[src/rtl/pcap_pkg.sv]
package pcap_pkg;
  typedef enum logic [1:0] {
    SRC_PACER     = 2'd0,
    SRC_STROBE    = 2'd1,
    SRC_HANDSHAKE = 2'd2,
    SRC_OFF       = 2'd3
  } src_mode_e;

  typedef enum logic [1:0] {
    HS_IDLE = 2'd0,
    HS_HOLD = 2'd1,
    HS_ACK  = 2'd2
  } hs_state_e;
endpackage

[src/rtl/pcap_sync.sv]
module pcap_sync #(
  parameter int STAGES = 2
) (
  input  logic clk,
  input  logic rst_n,
  input  logic din,
  input  logic fall_sel,
  output logic level,
  output logic edge_p
);
  logic [STAGES:0] chain;

  always_ff @(posedge clk) begin
    if (!rst_n) chain <= '0;
    else        chain <= {chain[STAGES-1:0], din};
  end

  assign level  = chain[STAGES-1];
  assign edge_p = fall_sel ? (chain[STAGES] & ~level) : (~chain[STAGES] & level);
endmodule

[src/rtl/pcap_gap.sv]
module pcap_gap #(
  parameter int MIN_GAP = 5
) (
  input  logic clk,
  input  logic rst_n,
  input  logic fire,
  output logic open_o
);
  localparam int GW = $clog2(MIN_GAP + 1);
  logic [GW-1:0] cnt;

  always_ff @(posedge clk) begin
    if (!rst_n)         cnt <= '0;
    else if (fire)      cnt <= GW'(MIN_GAP - 1);
    else if (cnt != '0) cnt <= cnt - 1'b1;
  end

  assign open_o = (cnt == '0);
endmodule

[src/rtl/pcap_handshake.sv]
module pcap_handshake
  import pcap_pkg::*;
(
  input  logic clk,
  input  logic rst_n,
  input  logic enable,
  input  logic req_lvl,
  input  logic ack_en,
  input  logic accepted,
  output logic load,
  output logic wait_ready,
  output logic ack
);
  hs_state_e state;

  assign load       = (state == HS_IDLE) & enable & req_lvl;
  assign wait_ready = (state == HS_HOLD) & ack_en;
  assign ack        = (state == HS_ACK);

  always_ff @(posedge clk) begin
    if (!rst_n) state <= HS_IDLE;
    else begin
      case (state)
        HS_IDLE: if (load) state <= HS_HOLD;
        HS_HOLD: if (!ack_en || accepted) state <= HS_ACK;
        HS_ACK:  if (!req_lvl) state <= HS_IDLE;
        default: state <= HS_IDLE;
      endcase
    end
  end

  // acknowledge rises two cycles after the synchronised request was seen
  assert_ack_delay_R5: assert property (@(posedge clk) disable iff (!rst_n)
    $rose(ack) |-> $past(req_lvl, 2));

  // acknowledge is held while the request is still high
  assert_ack_hold_R5: assert property (@(posedge clk) disable iff (!rst_n)
    (ack && req_lvl) |=> ack);

  // with the gate on, acknowledge follows FIFO acceptance
  assert_ack_after_accept_R6: assert property (@(posedge clk) disable iff (!rst_n)
    ($rose(ack) && ack_en) |-> $past(accepted));
endmodule

[src/rtl/par_capture.sv]
module par_capture
  import pcap_pkg::*;
#(
  parameter int DATA_W      = 32,
  parameter int SYNC_STAGES = 2,
  parameter int MIN_GAP     = 5
) (
  input  logic              clk,
  input  logic              rst_n,
  input  logic [1:0]        cfg_mode,
  input  logic              cfg_edge_fall,
  input  logic              cfg_trig_en,
  input  logic              cfg_trig_fall,
  input  logic              cfg_ack_en,
  input  logic              pacer_tick,
  input  logic [DATA_W-1:0] ext_data,
  input  logic              ext_req,
  input  logic              ext_trig,
  output logic              ext_ack,
  output logic              m_valid,
  output logic [DATA_W-1:0] m_data,
  input  logic              m_ready,
  input  logic              ovr_clr,
  input  logic              flush,
  output logic              overrun,
  output logic              trig_seen
);
  localparam int CW = $clog2(MIN_GAP + 1);

  src_mode_e mode;
  logic req_lvl, req_edge, trig_lvl, trig_edge;
  logic gate, gap_open, strobe_fire, pacer_fire, hs_en, hs_load, hs_wait;
  logic load_any, accepted, drop;

  assign mode = src_mode_e'(cfg_mode);

  pcap_sync #(.STAGES(SYNC_STAGES)) u_req_sync (
    .clk(clk), .rst_n(rst_n), .din(ext_req), .fall_sel(cfg_edge_fall),
    .level(req_lvl), .edge_p(req_edge));

  pcap_sync #(.STAGES(SYNC_STAGES)) u_trig_sync (
    .clk(clk), .rst_n(rst_n), .din(ext_trig), .fall_sel(cfg_trig_fall),
    .level(trig_lvl), .edge_p(trig_edge));

  // Trigger arm
  always_ff @(posedge clk) begin
    if (!rst_n || flush)                trig_seen <= 1'b0;
    else if (cfg_trig_en && trig_edge)  trig_seen <= 1'b1;
  end

  assign gate        = ~cfg_trig_en | trig_seen;
  assign pacer_fire  = gate & (mode == SRC_PACER) & pacer_tick;
  assign strobe_fire = gate & (mode == SRC_STROBE) & req_edge & gap_open;
  assign hs_en       = gate & (mode == SRC_HANDSHAKE);

  pcap_gap #(.MIN_GAP(MIN_GAP)) u_gap (
    .clk(clk), .rst_n(rst_n), .fire(strobe_fire), .open_o(gap_open));

  pcap_handshake u_hs (
    .clk(clk), .rst_n(rst_n), .enable(hs_en), .req_lvl(req_lvl),
    .ack_en(cfg_ack_en), .accepted(accepted),
    .load(hs_load), .wait_ready(hs_wait), .ack(ext_ack));

  assign load_any = pacer_fire | strobe_fire | hs_load;
  assign accepted = m_valid & m_ready;
  assign drop     = m_valid & ~m_ready & ~hs_wait;

  // Push register
  always_ff @(posedge clk) begin
    if (!rst_n) begin
      m_valid <= 1'b0;
      m_data  <= '0;
    end else if (load_any) begin
      m_valid <= 1'b1;
      m_data  <= ext_data;
    end else if (m_valid && !(hs_wait && !m_ready)) begin
      m_valid <= 1'b0;
    end
  end

  // Sticky overrun: a new drop wins over a clear in the same cycle
  always_ff @(posedge clk) begin
    if (!rst_n)                overrun <= 1'b0;
    else if (drop)             overrun <= 1'b1;
    else if (ovr_clr || flush) overrun <= 1'b0;
  end

  // Checker counter: cycles since the last accepted strobe capture
  logic [CW-1:0] chk_since;
  always_ff @(posedge clk) begin
    if (!rst_n)                       chk_since <= CW'(MIN_GAP);
    else if (strobe_fire)             chk_since <= CW'(1);
    else if (chk_since < CW'(MIN_GAP)) chk_since <= chk_since + 1'b1;
  end

  // strobe captures never closer than MIN_GAP cycles
  assert_strobe_gap_R4: assert property (@(posedge clk) disable iff (!rst_n)
    strobe_fire |-> (chk_since >= CW'(MIN_GAP)));

  // a lost offer raises the overrun flag on the next cycle
  assert_drop_flags_R7: assert property (@(posedge clk) disable iff (!rst_n)
    drop |=> overrun);

  // a held offer keeps valid and data stable
  assert_hold_stable_R6: assert property (@(posedge clk) disable iff (!rst_n)
    (m_valid && hs_wait && !m_ready) |=> (m_valid && $stable(m_data)));

  // a detected trigger edge leaves the synchronised level at the selected polarity
  assert_trig_level_R9: assert property (@(posedge clk) disable iff (!rst_n)
    trig_edge |-> (trig_lvl != cfg_trig_fall));
endmodule

[config.mk]
export PLATFORM = sky130hd
export DESIGN_NAME = par_capture
export DESIGN_NICKNAME = d
export VERILOG_FILES = /design/src/rtl/pcap_pkg.sv /design/src/rtl/pcap_sync.sv /design/src/rtl/pcap_gap.sv /design/src/rtl/pcap_handshake.sv /design/src/rtl/par_capture.sv
export SDC_FILE = /design/constraint.sdc
export NUM_CORES = 1
export LEC_CHECK = 0
export ABC_AREA = 1
export BUFFER_PORTS_ARGS = -buffer_cell sky130_fd_sc_hd__buf_4
export CAP_MARGIN = 25
export CORE_UTILIZATION = 40
export DETAILED_ROUTE_END_ITERATION = 16
export PLACE_DENSITY = 0.73
export SYNTH_ARGS = -nofsm -noshare
export SYNTH_HDL_FRONTEND = slang
export SYNTH_SLANG_ARGS = --single-unit
[constraint.sdc]
create_clock -name clk -period 1.8 [get_ports clk]
set_input_delay 0.09 -clock clk [delete_from_list [all_inputs] [get_ports clk]]
set_output_delay 0.09 -clock clk [all_outputs]
set_load 0.01 [all_outputs]
==> metrics <==
Routed Antenna Nets 0; CP Cell Sequence inv_1, ha_1, inv_1, nor2_4, nand3_1, nor2_2, nor2_8, nor2_1, nor2_1; switching power 0.682 mW; PD cells 837 nW/µm²; Int Power 1.96 mW; cell area after layout 3160 µm²; Flop pwr share 43.2%; initial DRC count 65; Req. time, crit path 1.99 ns; r2r setup slk 0.15 ns; syn_area_per_cell 7.70 µm²; Die X-Extent 78.7 µm; total track usage 15.5%; syn_nets 354; largest net degree at the start of global routing 43; worst slew pin tran 0.652 ns; Clock Skews 0.00876 ns; Synthesis Warnings 0; Pleak 1.78 nW; Reg-to-Reg Start u_gap.cnt[0]; initial antenna violation count 0; Reg area 921 µm²; register area share after synthesis 39.1%; RSZ-0062 raised after global routing false; Final Max Tran Viols 0; Crit Path Max Fanout 17; final worst setup slack 0.145 ns; hold_sp ext_data[16]; setup_tns 0 ns; WP data arrival 1.84 ns; core footprint 5610 µm²; Worst Setup End Kind flop; area of the multi-input gates 1100 µm²; global-route wire length before repair 7670 µm; top cell type's share of synthesized area 39.1%; hold depth 3; cell area after synthesis 2360 µm²; wire length per cell 10.7 µm; status finished, final reports clean; root buf cell clkbuf_8; layer with the highest usage met2; number of global-route vias before repair 1863; CP peak stage delay 0.33 ns; CTS tree built; Synth Area in Compound Gates 2.92%; Starting Density 42.0%; Final min period 1.65 ns; Worst R2R End m_data[30]; #FFs+latches synth 46; Die ar. 6200 µm²; maximum vdd ir drop 540 µV; Slowest-stage cell, CP dfxtp_1; Syn Inst Count 306; total vias in the final route 2020; Comb pwr share 21.4%; Residual DRC 0; CTS HTree Levels 2; met2 GRT Util 27.9%; Vias/cell 4.38; Worst slew margin 56.4%; CTS sink count 46; CP Class flop to flop; post-synth top area cell dfxtp_1; Layout area overhead 34.1%; nets@finish 436; placed cell area 2970 µm²; chip height 78.7 µm; Final setup viols 0; Sw Share 25.8%; Initial DRT Pass Iterations 4; maxcap violations 0; pre-CTS setup slack 0.0121 ns; Total Power 2.64 mW; CTS buffer count 5; DRT Wirelength 4910 µm; Clock Power Share 35.4%; HP Class primary input to flop; Synth Area in Adders 1.06%; reg2reg path depth 9; Fmax 0.604 GHz; port bufs 81; share of cells above drive strength 1 43.4%; Clk Latency, worst-skew pair 0.29 ns; FILL cells 570; critical path startpoint category flop; commonest non-fill, non-tap cell in the layout buf_4; met1 Track Usage GR 18.0%; largest family of logic cells by synthesized area simple AND/OR/NAND/NOR gates; Post-Synth Simple-Gate Area 41.5%; Synth Area in XOR/XNOR 0.372%; met3 Resource Use GR 4.14%; Yosys cell types 26; FP Rows 27; commonest non-fill, non-tap cells in the layout buf_4, nand2_1, inv_1; Endpoint, Worst Hold m_data[16]; Final Core Density 56.4%; I/O pins 82; synth top area cells dfxtp_1, nand3_2, nor2_2; Hold Vio Cnt, Final 0; antenna diode count 0; multiplexer share of the synthesized area 0%; final worst path period share 91.9%; clock buffer depth 2; Clk pin slew, worst setup/hold paths 0.09 ns; GP Congestion 0.781; grt total ovfl 0; DP HPWL 3310 µm
-- registers in the layout, summed over array words and instances (netlist names) --
| signal | flops |
|---|---|
| m_data | 32 |
| u_gap.cnt | 3 |
| u_req_sync.chain | 3 |
| u_trig_sync.chain | 3 |
| u_hs.state | 2 |
| m_valid | 1 |
| overrun | 1 |
| trig_seen | 1 |
-- how the worst max path moves through the flow --
stage / to / slack, ns / from
after global placement: m_data[2] / 0.006 / u_hs.state[0]
after floorplan: m_data[25] / 0.40 / u_gap.cnt[0]
after global routing: m_data[30] / 0.04 / u_gap.cnt[0]
after CTS: m_valid / 0.0009 / u_gap.cnt[0]
final: m_data[30] / 0.15 / u_gap.cnt[0]
after detailed placement: m_valid / 0.01 / u_gap.cnt[0]
-- per-stage QoR --
stage	std cells	hold slack [ns]
4_1_cts	459	0.00497
3_5_place_dp	449	0.275
2_1_floorplan	306	0.188
5_1_grt	461	0.000814
3_3_place_gp	448	0.272
6_report	461	0.0129
-- cells by family after synthesis --
group | count (synthesis)
buffers and inverters | 70
adders and majority gates | 2
xor gates and xnor gates | 1
and+or+nand+nor | 174
DFF | 46
AOI/OAI and AO/OA | 13
-- repair_timing --
action                     4_1_cts  5_1_grt
setup endpoints to repair        0       24
hold endpoints to repair         2        0
buffers inserted                 0        1
resized for setup                0        0
hold buffers                     2        0
-- area by class of cell --
cell class                      instances  area share [%]
Clock buffer                            6            2.61
Clock inverter                          2            1.90
Inverter                               56            6.65
Multi-Input combinational cell        191            34.8
Sequential cell                        46            29.1
Tap cell                               72            2.85
Timing Repair Buffer                   88            22.1
-- cell usage after synthesis, drive strengths merged --
master	count
nor2	74
nand2	59
inv	56
dfxtp	46
nand3	38
buf	11
a21oi	8
o21ai	5
clkbuf	3
ha	2
nand3b	2
or2	1
xor2	1
-- power groups by stage --
stage          Sequential (mW)  Clock, mW  Combinational, mW
5_1_grt                   1.15       1.00              0.634
2_1_floorplan             1.18          0              0.353
3_3_place_gp              1.16          0              0.535
4_1_cts                   1.14      0.964              0.562
3_5_place_dp              1.17          0              0.557
6_report                  1.14      0.936              0.566
-- per-layer routing --
layer	vias to the layer above	wire length (µm)	part of all wire, %
met3	2	299	6.1
met1	888	2230	45
met4	0	17	0.35
met5	-	0	0
met2	57	2370	48
li1	1073	-	-
-- worst max-delay path: cells and delay by family (launching register included) --
| family | cells | cell delay, ns |
|---|---|---|
| adder cells (fa/ha/maj) | 1 | 0.14 |
| buffers and inverters | 2 | 0.14 |
| flip-flops | 1 | 0.33 |
| AND/OR/NAND/NOR | 6 | 0.91 |
Note: power is estimated with default switching activity, not from simulation.
